**src/rtl/ivz_pkg.sv**
```systemverilog
package ivz_pkg;

   // Kind of register selected by a bus read
   typedef enum logic [1:0] {
      KIND_NONE = 2'd0,
      KIND_ACK  = 2'd1,
      KIND_MASK = 2'd2,
      KIND_VEC  = 2'd3
   } rd_kind_e;

   // Each bank owns two consecutive offsets: acknowledge, then mask
   function automatic int ack_offset(input int bank);
      return 2 * bank;
   endfunction

   function automatic int mask_offset(input int bank);
      return 2 * bank + 1;
   endfunction

   function automatic int vec_offset(input int num_banks);
      return 2 * num_banks;
   endfunction

endpackage

```
**src/rtl/ivz_decode.sv**
```systemverilog
module ivz_decode
   import ivz_pkg::*;
#(
   parameter int NUM_BANKS = 2,
   parameter int ADDR_W    = 3
)(
   input  logic                 sel,
   input  logic                 wr,
   input  logic [ADDR_W-1:0]    addr,
   output logic [NUM_BANKS-1:0] ack_wr,
   output logic [NUM_BANKS-1:0] mask_wr,
   output logic                 spare_wr,
   output rd_kind_e             rd_kind
);

   localparam int NUM_OFFS = vec_offset(NUM_BANKS) + 1;

   logic [NUM_BANKS-1:0] hit_ack;
   logic [NUM_BANKS-1:0] hit_mask;
   logic                 hit_vec;

   for (genvar b = 0; b < NUM_BANKS; b++) begin : g_bank_dec
      assign hit_ack[b]  = (addr == ADDR_W'(ack_offset(b)));
      assign hit_mask[b] = (addr == ADDR_W'(mask_offset(b)));
      assign ack_wr[b]   = sel & wr & hit_ack[b];
      assign mask_wr[b]  = sel & wr & hit_mask[b];
   end

   assign hit_vec  = (addr == ADDR_W'(vec_offset(NUM_BANKS)));
   assign spare_wr = sel & wr & ({{(32-ADDR_W){1'b0}}, addr} >= 32'(NUM_OFFS));

   always_comb begin
      rd_kind = KIND_NONE;
      if (sel && !wr) begin
         if (|hit_ack)       rd_kind = KIND_ACK;
         else if (|hit_mask) rd_kind = KIND_MASK;
         else if (hit_vec)   rd_kind = KIND_VEC;
      end
   end

endmodule

```
**src/rtl/ivz_bank.sv**
```systemverilog
module ivz_bank #(
   parameter int LINES = 8
)(
   input  logic             clk,
   input  logic             rst_n,
   input  logic [LINES-1:0] req,
   input  logic             ack_wr,
   input  logic             mask_wr,
   input  logic [LINES-1:0] wmask,
   output logic [LINES-1:0] pend,
   output logic [LINES-1:0] enable
);

   logic [LINES-1:0] req_q;
   logic [LINES-1:0] rise;

   assign rise = req & ~req_q;

   always_ff @(posedge clk or negedge rst_n) begin
      if (!rst_n) begin
         req_q  <= '0;
         pend   <= '0;
         enable <= '1;
      end else begin
         req_q <= req;
         pend  <= (ack_wr ? '0 : pend) | rise;
         if (mask_wr)
            enable <= ~wmask;
      end
   end


   mask_store_chk: assert property (@(posedge clk) disable iff (!rst_n)
      mask_wr |=> (enable == ~$past(wmask)));


   mask_hold_chk: assert property (@(posedge clk) disable iff (!rst_n)
      !mask_wr |=> $stable(enable));


   ack_clear_chk: assert property (@(posedge clk) disable iff (!rst_n)
      (ack_wr && rise == '0) |=> (pend == '0));


   sticky_chk: assert property (@(posedge clk) disable iff (!rst_n)
      !ack_wr |=> (($past(pend) & ~pend) == '0));


   edge_keep_chk: assert property (@(posedge clk) disable iff (!rst_n)
      (rise != '0) |=> ((pend & $past(rise)) == $past(rise)));

endmodule

```
**src/rtl/ivz_lowest.sv**
```systemverilog
module ivz_lowest #(
   parameter int TOTAL = 16,
   parameter int GROUP = 8,
   parameter int STYLE = 1,
   localparam int IDX_W = (TOTAL > 1) ? $clog2(TOTAL) : 1
)(
   input  logic [TOTAL-1:0] hits,
   output logic             any,
   output logic [IDX_W-1:0] idx
);

   assign any = |hits;

   if (STYLE == 0) begin : g_flat
      always_comb begin
         idx = '0;
         for (int k = TOTAL - 1; k >= 0; k--)
            if (hits[k]) idx = IDX_W'(k);
      end
   end else begin : g_grouped
      localparam int NGRP  = TOTAL / GROUP;
      localparam int LOC_W = (GROUP > 1) ? $clog2(GROUP) : 1;

      logic [NGRP-1:0][LOC_W-1:0] loc;
      logic [NGRP-1:0]            gany;

      for (genvar g = 0; g < NGRP; g++) begin : g_grp
         logic [GROUP-1:0] slice;
         logic [LOC_W-1:0] l;
         assign slice = hits[g*GROUP +: GROUP];
         always_comb begin
            l = '0;
            for (int k = GROUP - 1; k >= 0; k--)
               if (slice[k]) l = LOC_W'(k);
         end
         assign loc[g]  = l;
         assign gany[g] = |slice;
      end

      always_comb begin
         idx = '0;
         for (int g = NGRP - 1; g >= 0; g--)
            if (gany[g]) idx = IDX_W'(g * GROUP) + IDX_W'(loc[g]);
      end
   end

endmodule

```
**src/rtl/irq_vectorizer.sv**
```systemverilog
module irq_vectorizer
   import ivz_pkg::*;
#(
   parameter int LINES_PER_BANK = 8,
   parameter int NUM_BANKS      = 2,
   parameter int DATA_W         = 8,
   parameter int ADDR_W         = 3,
   parameter int ENC_STYLE      = 1
)(
   input  logic              clk,
   input  logic              rst_n,
   input  logic [15:0]       irq_req,
   input  logic              bus_sel,
   input  logic              bus_wr,
   input  logic [ADDR_W-1:0] bus_addr,
   input  logic [DATA_W-1:0] bus_wdata,
   output logic [DATA_W-1:0] bus_rdata,
   output logic              irq_out
);

   localparam int TOTAL    = LINES_PER_BANK * NUM_BANKS;
   localparam int IDX_W    = (TOTAL > 1) ? $clog2(TOTAL) : 1;
   localparam int NUM_OFFS = vec_offset(NUM_BANKS) + 1;

   // Elaboration-time parameter checks
   if (TOTAL != 16)
      $error("irq_vectorizer: port width fixes the line count at 16");
   if (LINES_PER_BANK > DATA_W)
      $error("irq_vectorizer: a bank must fit in one data byte");
   if (IDX_W > DATA_W)
      $error("irq_vectorizer: vector index exceeds data width");
   if ((1 << ADDR_W) < NUM_OFFS)
      $error("irq_vectorizer: address too narrow for register window");
   if (ENC_STYLE != 0 && ENC_STYLE != 1)
      $error("irq_vectorizer: ENC_STYLE must be 0 or 1");

   logic [NUM_BANKS-1:0] ack_wr;
   logic [NUM_BANKS-1:0] mask_wr;
   logic                 spare_wr;
   rd_kind_e             rd_kind;

   logic [TOTAL-1:0] pend_all;
   logic [TOTAL-1:0] en_all;
   logic [TOTAL-1:0] hits;
   logic             enc_any;
   logic [IDX_W-1:0] enc_idx;
   logic [DATA_W-1:0] mask_rd;

   ivz_decode #(
      .NUM_BANKS (NUM_BANKS),
      .ADDR_W    (ADDR_W)
   ) u_dec (
      .sel      (bus_sel),
      .wr       (bus_wr),
      .addr     (bus_addr),
      .ack_wr   (ack_wr),
      .mask_wr  (mask_wr),
      .spare_wr (spare_wr),
      .rd_kind  (rd_kind)
   );

   for (genvar b = 0; b < NUM_BANKS; b++) begin : g_bank
      ivz_bank #(
         .LINES (LINES_PER_BANK)
      ) u_bank (
         .clk     (clk),
         .rst_n   (rst_n),
         .req     (irq_req[b*LINES_PER_BANK +: LINES_PER_BANK]),
         .ack_wr  (ack_wr[b]),
         .mask_wr (mask_wr[b]),
         .wmask   (bus_wdata[LINES_PER_BANK-1:0]),
         .pend    (pend_all[b*LINES_PER_BANK +: LINES_PER_BANK]),
         .enable  (en_all[b*LINES_PER_BANK +: LINES_PER_BANK])
      );
   end

   assign hits = pend_all & en_all;

   ivz_lowest #(
      .TOTAL (TOTAL),
      .GROUP (LINES_PER_BANK),
      .STYLE (ENC_STYLE)
   ) u_enc (
      .hits (hits),
      .any  (enc_any),
      .idx  (enc_idx)
   );

   assign irq_out = enc_any;

   // Low byte of the full enable mask, zero-filled if the mask is narrower
   always_comb begin
      mask_rd = '0;
      for (int k = 0; k < DATA_W; k++)
         if (k < TOTAL) mask_rd[k] = en_all[k];
   end

   always_comb begin
      case (rd_kind)
         KIND_MASK: bus_rdata = mask_rd;
         KIND_VEC:  bus_rdata = enc_any ? DATA_W'(enc_idx) : '0;
         default:   bus_rdata = '0;
      endcase
   end


   vec_lowest_chk: assert property (@(posedge clk) disable iff (!rst_n)
      enc_any |-> (hits[enc_idx] &&
                   ((hits & ((TOTAL'(1) << enc_idx) - TOTAL'(1))) == '0)));


   spare_mask_chk: assert property (@(posedge clk) disable iff (!rst_n)
      (spare_wr && mask_wr == '0) |=> $stable(en_all));


   spare_pend_chk: assert property (@(posedge clk) disable iff (!rst_n)
      (spare_wr && ack_wr == '0) |=> (($past(pend_all) & ~pend_all) == '0));

endmodule

```
**config.mk**
```make
export PLATFORM = sky130hd
export DESIGN_NAME = irq_vectorizer
export DESIGN_NICKNAME = d
export VERILOG_FILES = /design/src/rtl/ivz_pkg.sv /design/src/rtl/ivz_decode.sv /design/src/rtl/ivz_bank.sv /design/src/rtl/ivz_lowest.sv /design/src/rtl/irq_vectorizer.sv
export SDC_FILE = /design/constraint.sdc
export NUM_CORES = 1
export LEC_CHECK = 0
export BUFFER_PORTS_ARGS = -buffer_cell sky130_fd_sc_hd__buf_2
export CAP_MARGIN = 20
export CORE_MARGIN = 8
export CORE_UTILIZATION = 40
export DETAILED_ROUTE_END_ITERATION = 6
export SYNTH_ARGS = -nofsm -noshare
export SYNTH_HDL_FRONTEND = slang
export SYNTH_HIERARCHICAL = 1
export SYNTH_SLANG_ARGS = --single-unit
```
**constraint.sdc**
```tcl
create_clock -name clk -period 4.1 [get_ports clk]
set_clock_uncertainty 0.05 [all_clocks]
set_input_delay 0.41 -clock clk [delete_from_list [all_inputs] [get_ports clk]]
set_output_delay 0.41 -clock clk [all_outputs]
set_load 0.01 [all_outputs]
```
==> reports/metrics.cfg, run 1 <==
[outcome]
status = finished clean

[cts]
cts_made_buffers = 5
htreeDepth = 2
clk_latency_ns = 0.30
post_cts_resized = 0
cts_setup_buffers = 0
cts_root_buf = clkbuf_8
path_clk_slew_ns = 0.09
clock_sinks = 48
cts_hold_buffers = 0
cts_tree = done
cts_max_path_buffers = 2

[sta]
period_share_pct = 62.5
hold_viol_final = 0
slew_headroom_pct = 34.6
fin_hold_ws_ns = 0.0509
rsz0062_at_grt = false
max_freq_mhz = 390
finalSetupViolations = 0
setup_tns_ns = 0
final-max-slew-violation-count = 0
layout_min_cycle_time_ns = 2.56
tightest_slew_ns = 0.977

[logic_synthesis]
yosys_warnings = 6
syn_area_um2 = 2150
avgSynthCellArea_um2 = 10.5
synth_cells = 205
synth_nets = 236

[global_routing]
grt_pass1_wl_um = 7020
grtUsageTotal_pct = 11.5
grt_pass1_vias = 1553
antenna_found_initial = 0
grt_max_degree = 49
grt_overflow_total = 0

[hold_path]
min-delay-path-class = input port to asynchronous set/reset pin

[worst_setup_path]
r2r-end = g_bank[0].u_bank/enable[1]
path_cells = and2_1 > or4_4 > nor2b_4 > nand3_1 > nand2_1 > o2bb2ai_1 > buf_2
cp-start-kind = flip-flop
r2r_setup_slack_ns = 3.23
worstPathArrival_ns = 2.10
crit_start = g_bank[1].u_bank/pend[7]
crit_required_ns = 3.64
slowest_stage = or4_4
worstSetupPathType = flip-flop to output port
cp-end-kind = output port
r2r_start = g_bank[0].u_bank/enable[1]
critPathMaxStageDelay_ns = 0.56
cp_max_fo = 5
ff2ff_path_depth = 2
endpoint = bus_rdata[1]

[floorplanning]
placementRows = 26
dieArea_um2 = 7960
start_util_pct = 41.7
coreArea_um2 = 5140
die_x_um = 89.2
ioPinCount = 40
fp.dieH_um = 89.2

[job]
drv_cap = 0

[routing]
vias = 1487
post_drt_wl_per_cell_um = 13.2
first_pass_iters = 4
via_per_inst = 4.62
drt-total-wl_um = 4260
drtIter0Drc = 35
drc = 0
detail-route-antenna-nets = 0

[layout]
fill_cells = 532
register_area_um2 = 1220
num-nets-final = 282
syn_to_final_growth_pct = 19.7
drive_gt1_share_pct = 29.4
antennaDiodeCount = 0
multi_input_area_um2 = 704
final_util_pct = 50.0

[placed_design]
gp_congestion = 0.743
hpwl_um = 3200
portBuffers = 39

[power_and_ir_drop]
p_per_area_nw_per_um2 = 441
max-vdd-ir-drop_v = 0.000229
leakage_uw = 0.00128

[through the flow]
stage | area (µm²) | total power (µW) | setup WS, ns | std cells
floorplan | 2150 | 717 | 2.02 | 205
global placement | 2410 | 778 | 1.91 | 312
detailed placement | 2410 | 783 | 1.87 | 312
CTS | 2530 | 1140 | 1.52 | 320
global route | 2570 | 1200 | 1.31 | 322
finish | 2570 | 1130 | 1.54 | 322
[final cells by class]
class                   count  area share, %
repair buffers             43           9.55
multi-input cells         103           27.4
flip-flops and latches     48           47.6
inverters                  50           7.31
clock inverters             2           1.51
clock buffers               6           3.22
well taps                  70           3.41
[placed cells by master (no fill, tap or decap), types with 3 or more instances in the layout]
cell type,n
nand2_1,8
dfstp_2,16
a211oi_1,3
o22ai_1,16
buf_2,39
and2_1,20
a21oi_1,5
o21ai_0,3
mux2i_1,14
o2bb2ai_1,4
inv_1,50
dfrtp_1,32
nor2_1,8
nor4_1,3
clkbuf_8,6
[critical path, delay by kind of cell (launching register included)]
kind	cells	cell delay, ns
AO/OA/AOI/OAI	1	0.08
buffers and inverters	1	0.14
flip-flops	1	0.39
AND/OR/NAND/NOR	5	1.20
[state kept, by name, summed over array words and instances (netlist names)]
signal,count
g_bank.u_bank/enable,16
g_bank.u_bank/pend,16
g_bank.u_bank/req_q,16
[worst min path at each step]
stage                         startpoint                   endpoint  slack (ns)  depth (start not counted)
2_1_floorplan                      rst_n   g_bank[0].u_bank/pend[0]        0.06                          0
3_3_place_gp   g_bank[1].u_bank/req_q[4]   g_bank[1].u_bank/pend[4]        0.35                          1
3_5_place_dp   g_bank[1].u_bank/req_q[4]   g_bank[1].u_bank/pend[4]        0.36                          1
4_1_cts                      irq_req[12]  g_bank[1].u_bank/req_q[4]        0.16                          1
5_1_grt                            rst_n   g_bank[0].u_bank/pend[2]        0.08                          1
6_report                           rst_n   g_bank[0].u_bank/pend[2]        0.05                          1
[metal layers]
layer  vias to the layer above  GRT usage [%]  part of all wire (%)
met1                       696           14.7                    48
met5                         -              0                     0
met4                         0           4.08                   1.1
met3                         5           4.14                   7.1
met2                        31           17.3                    43
li1                        755              -                     -
[power breakdown]
group          internal [µW]  switching [µW]  leakage, µW
clock                    199             156    0.0000614
combinational           84.3             109     0.000715
sequential               554            28.6     0.000503
Note: power is estimated with default switching activity, not from simulation.
==> inputs of run 2 (changes only) <==
Clock period 4.1 ns to 2.2 ns, I/O delays scaled along.
==> run 2 against run 1 <==
The run now ends with setup timing left. Flip-flop and latch count unchanged. Critical path depth increased by 1. Combinational power increased by 120%. Setup slack got worse by 1.7 ns. Largest power group unchanged. Highest routed layer unchanged.
==> reports/metrics.cfg, run 2 (synthesis results as in run 1) <==
[layout]
final_cell_area_um2 = 2820
top_regs = g_bank.u_bank/enable: 16 flops, g_bank.u_bank/pend: 16 flops, g_bank.u_bank/req_q: 16 flops
num-nets-final = 306
syn_to_final_growth_pct = 31.4
final_common_cell = inv_1
antennaDiodeCount = 0
drive_gt1_share_pct = 31.9
most-common-layout-cells = 50 x inv_1, 39 x buf_2, 32 x dfrtp_1

[floorplanning]
coreArea_um2 = 5140
placementRows = 26
die_x_um = 89.2
dieArea_um2 = 7960
start_util_pct = 41.7
ioPinCount = 40
fp.dieH_um = 89.2

[power_and_ir_drop]
p_per_area_nw_per_um2 = 776
leakage_uw = 0.00139
max-vdd-ir-drop_v = 0.000405

[worst_setup_path]
slowest_stage = or4_4
worstPathArrival_ns = 2.05
worstPathBufferInverterCount = 1
cp-start-kind = flip-flop
critPathMaxStageDelay_ns = 0.55
path_cells = and2_4 > or4_4 > nor2b_4 > nor2_4 > a31o_1 > nand2_1 > o2bb2ai_2 > buf_2
cp_max_fo = 3
cp-end-kind = output port
crit_required_ns = 1.93
worstSetupPathType = flip-flop to output port
crit_family = simple AND/OR/NAND/NOR gates

[sta]
tightest_slew_ns = 0.473
finalSetupViolations = 4
setup_tns_ns = -0.280
slew_headroom_pct = 68.3
fin_ws_ns = -0.120
final-max-slew-violation-count = 0
period_share_pct = 105
hold_viol_final = 0
max_freq_mhz = 431
layout_min_cycle_time_ns = 2.32
rsz0062_at_grt = true

[routing]
via_per_inst = 4.55
drtIter0Drc = 32
first_pass_iters = 4
post_drt_wl_per_cell_um = 12.4
drt-total-wl_um = 4300
vias = 1576
detail-route-antenna-nets = 0
drc = 0

[global_routing]
grt_pass1_wl_um = 7010
grt_overflow_total = 0
antenna_found_initial = 0
grt_max_degree = 21
grtUsageTotal_pct = 11.5
grt_pass1_vias = 1534

[outcome]
status = complete, but fails checks
violations = setup timing

[job]
drv_cap = 0

[cts]
clk_latency_ns = 0.29
path_clk_slew_ns = 0.08
cts_root_buf = clkbuf_8
clock_sinks = 48
cts_tree = done
cts_max_path_buffers = 2
cts_made_buffers = 5
htreeDepth = 2

[placed_design]
portBuffers = 39
gp_congestion = 0.736
hpwl_um = 3230
dpl-instance-area_um2 = 2450

[hold_path]
min-delay-path-class = input port to flip-flop

==> run 2: path summary, 6_finish.rpt <==
kind | cells past startpoint | slack (ns) | from | to
worst min register to register | 1 | 0.37 | g_bank[1].u_bank/req_q[5] | g_bank[1].u_bank/pend[5]
worst min-delay path | 2 | 0.03 | bus_wdata[7] | g_bank[1].u_bank/enable[7]
max in group asynchronous | 3 | 1.12 | rst_n | g_bank[0].u_bank/enable[5]
worst max register to register | 2 | 1.35 | g_bank[0].u_bank/enable[0] | g_bank[0].u_bank/enable[0]
min in group asynchronous | 2 | 0.35 | rst_n | g_bank[0].u_bank/pend[5]
worst max-delay path | 8 | -0.12 | g_bank[1].u_bank/enable[6] | bus_rdata[0]
==> run 2: timing repair <==
action,CTS,global route
buffers inserted,2,2
pin swaps,6,6
gates resized for setup,3,6
endpoints found under the hold margin,32,0
setup endpoints to repair,5,5
hold buffers,17,0
==> run 2: layout make-up <==
class,instances,area [µm²]
tap,70,87.6
timing repair buffer,67,448
inverter,50,188
sequential,48,1220
clock buffer,7,96.3
multi-input combinational,103,749
clock inverter,1,30.0
fill,492,2320
==> run 2: worst reg2reg max path, stage by stage (launching register included) <==
cell and delay [ns]:
dfstp_2 0.57, inv_1 0.04, mux2i_1 0.13
==> run 2: per-stage QoR <==
step	util, %	hold WS, ns	setup slack, ns	power (µW)	instances
after detailed placement	47.6	0.136	0.180	1460	317
after global placement	47.6	0.141	0.214	1460	317
after floorplan	-	-0.126	0.310	1340	205
final	54.9	0.0263	-0.120	2190	346
after CTS	53.9	0.00956	-0.0985	2190	344
after global routing	54.9	0.00606	-0.218	2310	346
==> run 2: layer usage <==
metal	vias to the layer above	part of all wire [%]	global-route usage, %
li1	803	-	-
met1	735	49	15.2
met2	32	43	16.6
met3	6	6.9	4.23
met4	0	1.3	4.08
met5	-	0	0
==> run 2: report_power, final <==
part | internal [µW] | leakage [µW] | switching (µW)
clock | 401 | 0.0000645 | 276
combinational | 202 | 0.000826 | 223
sequential | 1030 | 0.000503 | 55.4
total | 1640 | 0.00139 | 554
